`src/rtl/cke_pd_pkg.sv`:
```
package cke_pd_pkg;

   typedef enum logic [1:0] {
      ST_IDLE    = 2'd0,
      ST_ACTIVE  = 2'd1,
      ST_ACT_PD  = 2'd2,
      ST_PRE_PD  = 2'd3
   } dev_state_t;

   typedef enum logic [2:0] {
      PA_NONE      = 3'd0,
      PA_STAY_PD   = 3'd1,
      PA_EXIT_PD   = 3'd2,
      PA_ENTER_APD = 3'd3,
      PA_ENTER_BPD = 3'd4,
      PA_ENTER_PPD = 3'd5
   } pd_action_t;

   typedef struct packed {
      logic sel_n;
      logic row_n;
      logic col_n;
      logic wr_n;
   } cmd_pins_t;

   typedef struct packed {
      logic bank_open;
      logic rd;
      logic wr;
      logic pre;
   } dev_status_t;

endpackage

```
`src/rtl/cke_level_history.sv`:
```
module cke_level_history
   import cke_pd_pkg::*;
#(
   parameter int MIN_EDGES = 3
) (
   input  logic clk,
   input  logic rst,
   input  logic cke_i,
   output logic cke_prev_o,
   output logic toggle_o,
   output logic viol_o
);

   logic early;

   assign toggle_o = cke_i ^ cke_prev_o;

   always_ff @(posedge clk) begin
      if (rst) begin
         cke_prev_o <= 1'b1;
      end else begin
         cke_prev_o <= cke_i;
      end
   end

   generate
      if (MIN_EDGES <= 1) begin : g_no_hold
         assign early = 1'b0;
      end else begin : g_hold
         localparam int CW = $clog2(MIN_EDGES + 1);
         localparam logic [CW-1:0] LIMIT = CW'(MIN_EDGES);
         logic [CW-1:0] held;

         assign early = toggle_o && (held < LIMIT);

         always_ff @(posedge clk) begin
            if (rst) begin
               held <= LIMIT;
            end else if (toggle_o) begin
               held <= CW'(1);
            end else if (held < LIMIT) begin
               held <= held + CW'(1);
            end
         end
      end
   endgenerate

   always_ff @(posedge clk) begin
      if (rst) begin
         viol_o <= 1'b0;
      end else if (early) begin
         viol_o <= 1'b1;
      end
   end

endmodule

```
`src/rtl/cke_cmd_classify.sv`:
```
module cke_cmd_classify
   import cke_pd_pkg::*;
(
   input  cmd_pins_t   cmd_i,
   input  dev_status_t stat_i,
   output logic        quiet_o,
   output pd_action_t  entry_o,
   output dev_state_t  awake_o
);

   logic any_busy;
   logic any_use;

   assign any_busy = stat_i.rd | stat_i.wr | stat_i.pre;
   assign any_use  = any_busy | stat_i.bank_open;

   always_comb begin
      quiet_o = cmd_i.sel_n | (cmd_i.row_n & cmd_i.col_n & cmd_i.wr_n);
   end

   always_comb begin
      if (any_busy) begin
         entry_o = PA_ENTER_BPD;
      end else if (stat_i.bank_open) begin
         entry_o = PA_ENTER_APD;
      end else begin
         entry_o = PA_ENTER_PPD;
      end
   end

   assign awake_o = any_use ? ST_ACTIVE : ST_IDLE;

endmodule

```
`src/rtl/cke_pd_fsm.sv`:
```
module cke_pd_fsm
   import cke_pd_pkg::*;
(
   input  logic       clk,
   input  logic       rst,
   input  logic       cke_prev_i,
   input  logic       cke_i,
   input  logic       quiet_i,
   input  pd_action_t entry_i,
   input  dev_state_t awake_i,
   output dev_state_t state_o,
   output pd_action_t action_o,
   output logic       illegal_o
);

   dev_state_t saved_q;
   dev_state_t state_d;
   dev_state_t saved_d;
   pd_action_t action_d;
   logic       illegal_d;

   always_comb begin
      state_d   = state_o;
      saved_d   = saved_q;
      action_d  = PA_NONE;
      illegal_d = 1'b0;
      unique case ({cke_prev_i, cke_i})
         2'b00: begin
            action_d = PA_STAY_PD;
         end
         2'b01: begin
            action_d  = PA_EXIT_PD;
            state_d   = saved_q;
            illegal_d = ~quiet_i;
         end
         2'b10: begin
            action_d  = entry_i;
            state_d   = (entry_i == PA_ENTER_PPD) ? ST_PRE_PD : ST_ACT_PD;
            saved_d   = awake_i;
            illegal_d = ~quiet_i;
         end
         default: begin
            action_d = PA_NONE;
            state_d  = awake_i;
         end
      endcase
   end

   always_ff @(posedge clk) begin
      if (rst) begin
         state_o   <= ST_IDLE;
         saved_q   <= ST_IDLE;
         action_o  <= PA_NONE;
         illegal_o <= 1'b0;
      end else begin
         state_o   <= state_d;
         saved_q   <= saved_d;
         action_o  <= action_d;
         illegal_o <= illegal_d;
      end
   end

endmodule

```
`src/rtl/cke_pd_tracker.sv`:
```
module cke_pd_tracker
   import cke_pd_pkg::*;
#(
   parameter int MIN_EDGES = 3
) (
   input  logic       clk,
   input  logic       rst,
   input  logic       cke,
   input  logic       cs_n,
   input  logic       ras_n,
   input  logic       cas_n,
   input  logic       we_n,
   input  logic       banks_open,
   input  logic       rd_busy,
   input  logic       wr_busy,
   input  logic       pre_busy,
   output logic [1:0] state_o,
   output logic [2:0] action_o,
   output logic       illegal_o,
   output logic       cke_viol_o
);

   generate
      if (MIN_EDGES < 1) begin : g_bad_min
         $error("cke_pd_tracker: MIN_EDGES must be at least 1");
      end
   endgenerate

   cmd_pins_t   cmd;
   dev_status_t stat;
   logic        cke_prev;
   logic        toggle;
   logic        quiet;
   pd_action_t  entry;
   dev_state_t  awake;
   dev_state_t  st;
   pd_action_t  act;

   assign cmd  = '{sel_n: cs_n, row_n: ras_n, col_n: cas_n, wr_n: we_n};
   assign stat = '{bank_open: banks_open, rd: rd_busy, wr: wr_busy, pre: pre_busy};

   cke_level_history #(.MIN_EDGES(MIN_EDGES)) u_hist (
      .clk        (clk),
      .rst        (rst),
      .cke_i      (cke),
      .cke_prev_o (cke_prev),
      .toggle_o   (toggle),
      .viol_o     (cke_viol_o)
   );

   cke_cmd_classify u_cls (
      .cmd_i   (cmd),
      .stat_i  (stat),
      .quiet_o (quiet),
      .entry_o (entry),
      .awake_o (awake)
   );

   cke_pd_fsm u_fsm (
      .clk        (clk),
      .rst        (rst),
      .cke_prev_i (cke_prev),
      .cke_i      (cke),
      .quiet_i    (quiet),
      .entry_i    (entry),
      .awake_i    (awake),
      .state_o    (st),
      .action_o   (act),
      .illegal_o  (illegal_o)
   );

   assign state_o  = st;
   assign action_o = act;

   logic unused_toggle;
   assign unused_toggle = toggle;

endmodule

```
`config.mk`:
```
export PLATFORM = sky130hd
export DESIGN_NAME = cke_pd_tracker
export DESIGN_NICKNAME = d
export VERILOG_FILES = /design/src/rtl/cke_pd_pkg.sv /design/src/rtl/cke_level_history.sv /design/src/rtl/cke_cmd_classify.sv /design/src/rtl/cke_pd_fsm.sv /design/src/rtl/cke_pd_tracker.sv
export SDC_FILE = /design/constraint.sdc
export NUM_CORES = 1
export LEC_CHECK = 0
export ABC_AREA = 1
export BUFFER_PORTS_ARGS = -buffer_cell sky130_fd_sc_hd__buf_2
export CORE_AREA = 5 5 42 44
export CTS_BUF_LIST = sky130_fd_sc_hd__clkbuf_4
export DETAILED_ROUTE_END_ITERATION = 7
export DIE_AREA = 0 0 47 49
export GPL_TIMING_DRIVEN = 0
export PLACE_DENSITY_LB_ADDON = 0.3
export SETUP_SLACK_MARGIN = 0.05
export SLEW_MARGIN = 20
export SYNTH_ARGS = -nofsm -noshare
export SYNTH_HDL_FRONTEND = slang
export SYNTH_HIERARCHICAL = 1
export SYNTH_SLANG_ARGS = --single-unit
```
`constraint.sdc`:
```
create_clock -name clk -period 3.1 [get_ports clk]
set_clock_uncertainty 0.1 [all_clocks]
set_input_delay 0.62 -clock clk [delete_from_list [all_inputs] [get_ports clk]]
set_output_delay 0.62 -clock clk [all_outputs]
set_load 0.01 [all_outputs]
```
* Word level (Yosys, flattened, before mapping)
Index checks and enable logic that the tools add are counted.
** Operators by class
- Muxes and demuxes :: 8
- Magnitude comparators :: 1
- $add $sub $neg :: 1
- Bitwise gates (word level) :: 9
- Equal/unequal tests :: 3
- Reductions and logical operators :: 6
** Operators with widths (number)
- $pmux W3 S3 :: 1
- $mux W3 :: 2
- $pmux W2 S3 :: 1
- $reduce_or A2 Y1 :: 3
- $mux W2 :: 2
- $or A1 B1 Y1 :: 4
- $eq A3 B3 Y1 const B :: 1
- $add A2 B1 Y2 const B :: 1
- $and A1 B1 Y1 :: 2
- $eq A2 B1 Y1 const B :: 1
- $eq A2 B2 Y1 const B :: 1
- $logic_not A2 Y1 :: 1
- $lt A2 B2 Y1 const B :: 1
- $mux W1 :: 2
- $not A1 Y1 :: 2
- $reduce_bool A2 Y1 :: 1
- $logic_and A1 B1 Y1 :: 1
- $xor A1 B1 Y1 :: 1
** Word-level totals
- Output and inout bits :: 7
- Flip-flop bits (word level) :: 12

* Depth between registers and ports, before layout
- Depth after elaboration :: 6
- Gate-level depth with buffers :: 9
- Depth with buffers taken out :: 9

* Cells and area by module
The synthesis kept the hierarchy.
** Modules (own cells, without submodules)
- cke_pd_fsm :: area each 390.4 um^2, instances 1, cells each 48
- cke_level_history :: area each 182.7 um^2, instances 1, cells each 24
- cke_cmd_classify :: area each 71.3 um^2, instances 1, cells each 14

* Worst setup path after synthesis
Ideal clock, no wire load.
- Path type :: input to register
- Start point :: in cke
- End point :: reg u_fsm.state_o[0]
- Cell stages on the path :: 7
- Arrival time :: 1250 ps
- Library setup time :: 122 ps
- Data required time :: 2878 ps
- Path slack :: 1628 ps
- Path buffers :: 0
- Cell sequence :: inv_1 > ha_1 > inv_2 > a21oi_2 > nand2_1 > nand2_1 > a21oi_2
** On the way
- Cells in the longest elaborated chain, start to end :: 2
- Elaborated cells between the ends (all ways) :: 4
** RTL lines
- from (decl) :: line cke_pd_tracker.sv:8 : input logic cke,
- $eq A2 B2 Y1, or another cell as far along :: line cke_pd_fsm.sv:27 : unique case ({cke_prev_i, cke_i})
- $pmux W2 S3 :: line cke_pd_fsm.sv:27
- to (signal assigned) :: line cke_pd_fsm.sv:56 : state_o <= state_d;
- to (decl) :: line cke_pd_fsm.sv:11 : output dev_state_t state_o,
Several ways; a longest one is shown, not always the timed one.
A chain may end at the register's enable or synchronous reset.

* Worst setup path after layout
- Start point :: in cke
- End point :: reg u_fsm.state_o[1]
Same word-level chain as after synthesis.

==> results.tsv <==
stage	metric	value	unit
pwr	power density normalized to cell area	432	nW/µm²
die	area of the placeable core	1400	µm²
clock_tree	deepest level of the CTS H-tree	1	
clock_tree	Post-CTS Setup Repair Bufs	0	
clock_tree	count of hold-fix buffers inserted at cts	0	
clock_tree	TritonCTS clock tree	yes	
synthesis	Mapped Cells	85	
setup_path	CP required	3160	ps
route	Routed WL	1150	µm
pwr	peak supply drop	0.000225	V
setup_path	kind of end point of the critical path	flip-flop	
placement	post-placement worst setup slack	1340	ps
timing	max-slew violations	0	
global_route	aggregate global routing overflow	0	
finish	fill cell total of the finished layout	153	
setup_path	gate family responsible for the most delay along the worst path	buffers and inverters	
die	number of ports placed on the die boundary	18	
setup_path	crit-path max FO	7	
timing	worst setup slack after layout	1630	ps
worst_hold_path	path category of the worst min-delay check	flip-flop to flip-flop	
die	width of the chip	47	µm
clock_tree	Clock Sinks	12	
clock_tree	post-cts gate resize count	0	
timing	hold slack	365	ps
setup_path	Buf+Inv Stages, Crit Path	3	
timing	Final Cycle Share	47.6	%
route	count of TritonRoute iterations in the first routing pass	4	
placement	number of buffers added on ports	17	
synthesis	total of warnings raised by yosys	6	
timing	Setup Total Neg Slack	0	ps
clock_tree	Root Buffer	clkbuf_4	
finish	growth of design area from synthesis to finish	19.9	%
route	vias	544	
clock_tree	CTS buffer count	3	
timing	min Tclk post-route	1470	ps
setup_path	CP arrival	1530	ps
synthesis	Avg Cell Area, Syn	7.54	µm²
route	mean number of vias per cell	4.50	
route	per-cell routed wire length	9.52	µm
timing	Final Setup Violations	0	
setup_path	reg-to-reg setup timing slack	1680	ps
setup_path	worst setup path category	input pin to flip-flop	
setup_path	slowest stage delay, CP	320	ps
setup_path	ordered cell list for the critical path	buf_2 -> inv_1 -> ha_1 -> inv_2 -> nor2_1 -> nand2_1 -> o21ai_1 -> a21oi_1	
die	starting density of the core	45.7	%
setup_path	kind of start point of the critical path	input pin	
finish	Final nets	124	
placement	DP Wirelength	930	µm
timing	setup repair after global routing missed its margin	no	
status	result of the run	complete, no violations	
die	area enclosed by the die boundary	2300	µm²
placement	number of instances in the placed design	118	
die	die height	49	µm
finish	Final Util	54.8	%
global_route	first-pass GRT wire length	1930	µm
route	drt initial violations	6	
timing	hold violation total from the final report	0	
pwr	leakage dissipation	0.432	nW
die	Rows	14	
finish	antenna fix cells	0	
route	detailed-route DRC error count	0	
global_route	pin count of the biggest net entering global routing	9	
setup_path	CP max-delay cell	ha_1	
global_route	via count of the first global-routing pass	505	
placement	final weighted congestion in routability-driven placement	0.794	
route	count of nets left with antenna violations after detail routing	0	
global_route	GRT Resource Usage Total	11.6	%
finish	final standard cell count with taps included and fillers excluded	121	
clock_tree	clock transition time at the flip-flop clock pins of the worst setup and hold paths	70	ps
timing	maximum clock frequency	678	MHz
global_route	number of antenna violations at the first check in global routing	0	
synthesis	post-synthesis cell area	641	µm²
finish	fraction of final layout cells sized beyond drive strength 1	33.3	%
job	number of max-capacitance violations reported	0	
clock_tree	clock latency of the later-clocked register in the worst-skew pair	270	ps
clock_tree	Longest Clk Path Bufs	2	
synthesis	net count after synthesis	102	
[registers in the layout, summed over array words and instances, names as in the netlist]
register            count
u_fsm/saved_q           2
u_fsm/action_o          3
u_hist/cke_prev_o       1
u_hist/viol_o           1
u_fsm/state_o           2
u_hist/g_hold.held      2
u_fsm/illegal_o         1
[layout by cell type (no fill, tap or decap)]
cell type / instances
a211oi_2: 1
inv_1: 14
o211ai_1: 1
buf_4: 2
nor3_1: 3
nor2_2: 3
o21ai_1: 1
clkinv_1: 1
ha_1: 6
buf_2: 17
dfxtp_1: 12
a21oi_1: 5
nand3_2: 1
nand3_1: 3
conb_1: 1
nor2_1: 3
nand2_2: 2
nand2_1: 16
clkbuf_4: 3
inv_2: 3
a21oi_2: 3
o21ai_0: 4
[layout make-up]
| type | instances | area [µm²] | share of cell area, % |
|---|---|---|---|
| inverter | 18 | 67.6 | 8.79 |
| multi-input combinational | 53 | 318 | 41.4 |
| sequential | 12 | 240 | 31.3 |
| tap | 16 | 20.0 | 2.61 |
| buffer | 2 | 15.0 | 1.95 |
| clock buffer | 3 | 22.5 | 2.93 |
| timing repair buffer | 17 | 85.1 | 11.1 |
[worst paths after layout]
path / from / to / cells after the start
worst max-delay path: cke / u_fsm/state_o[1] / 8
worst min-delay path: u_hist/viol_o / u_hist/viol_o / 2
worst min register to register: u_hist/viol_o / u_hist/viol_o / 2
worst max register to register: u_hist/cke_prev_o / u_fsm/state_o[1] / 7
[per-stage QoR]
step                area [µm²]  power [W]
floorplan                  641   0.000220
global placement           746   0.000240
detailed placement         746   0.000243
CTS                        768   0.000339
global route               768   0.000358
finish                     768   0.000332
[layer usage]
layer | track usage [%] | vias up | part of all wire, %
met5 | 0 | - | 0
met4 | 9.68 | 0 | 1.5
met3 | 2.21 | 2 | 8.1
met2 | 16.1 | 16 | 41
met1 | 14.7 | 225 | 49
li1 | - | 301 | -
[report_power, final]
group          switching (W)  leakage [nW]  total [W]  internal, W
Clock              0.0000481        0.0138  0.0000930    0.0000449
Combinational      0.0000385         0.318  0.0000670    0.0000285
Sequential        0.00000586        0.0995   0.000172     0.000166
[worst register-to-register path, delay by kind of cell, from the launching register on]
family	cells	cell delay, ps
flops	1	450
fa+ha+maj	1	320
compound gates	2	140
buf+inv	2	160
simple gates	2	130
No activity file was read; power rests on OpenSTA's default activity.
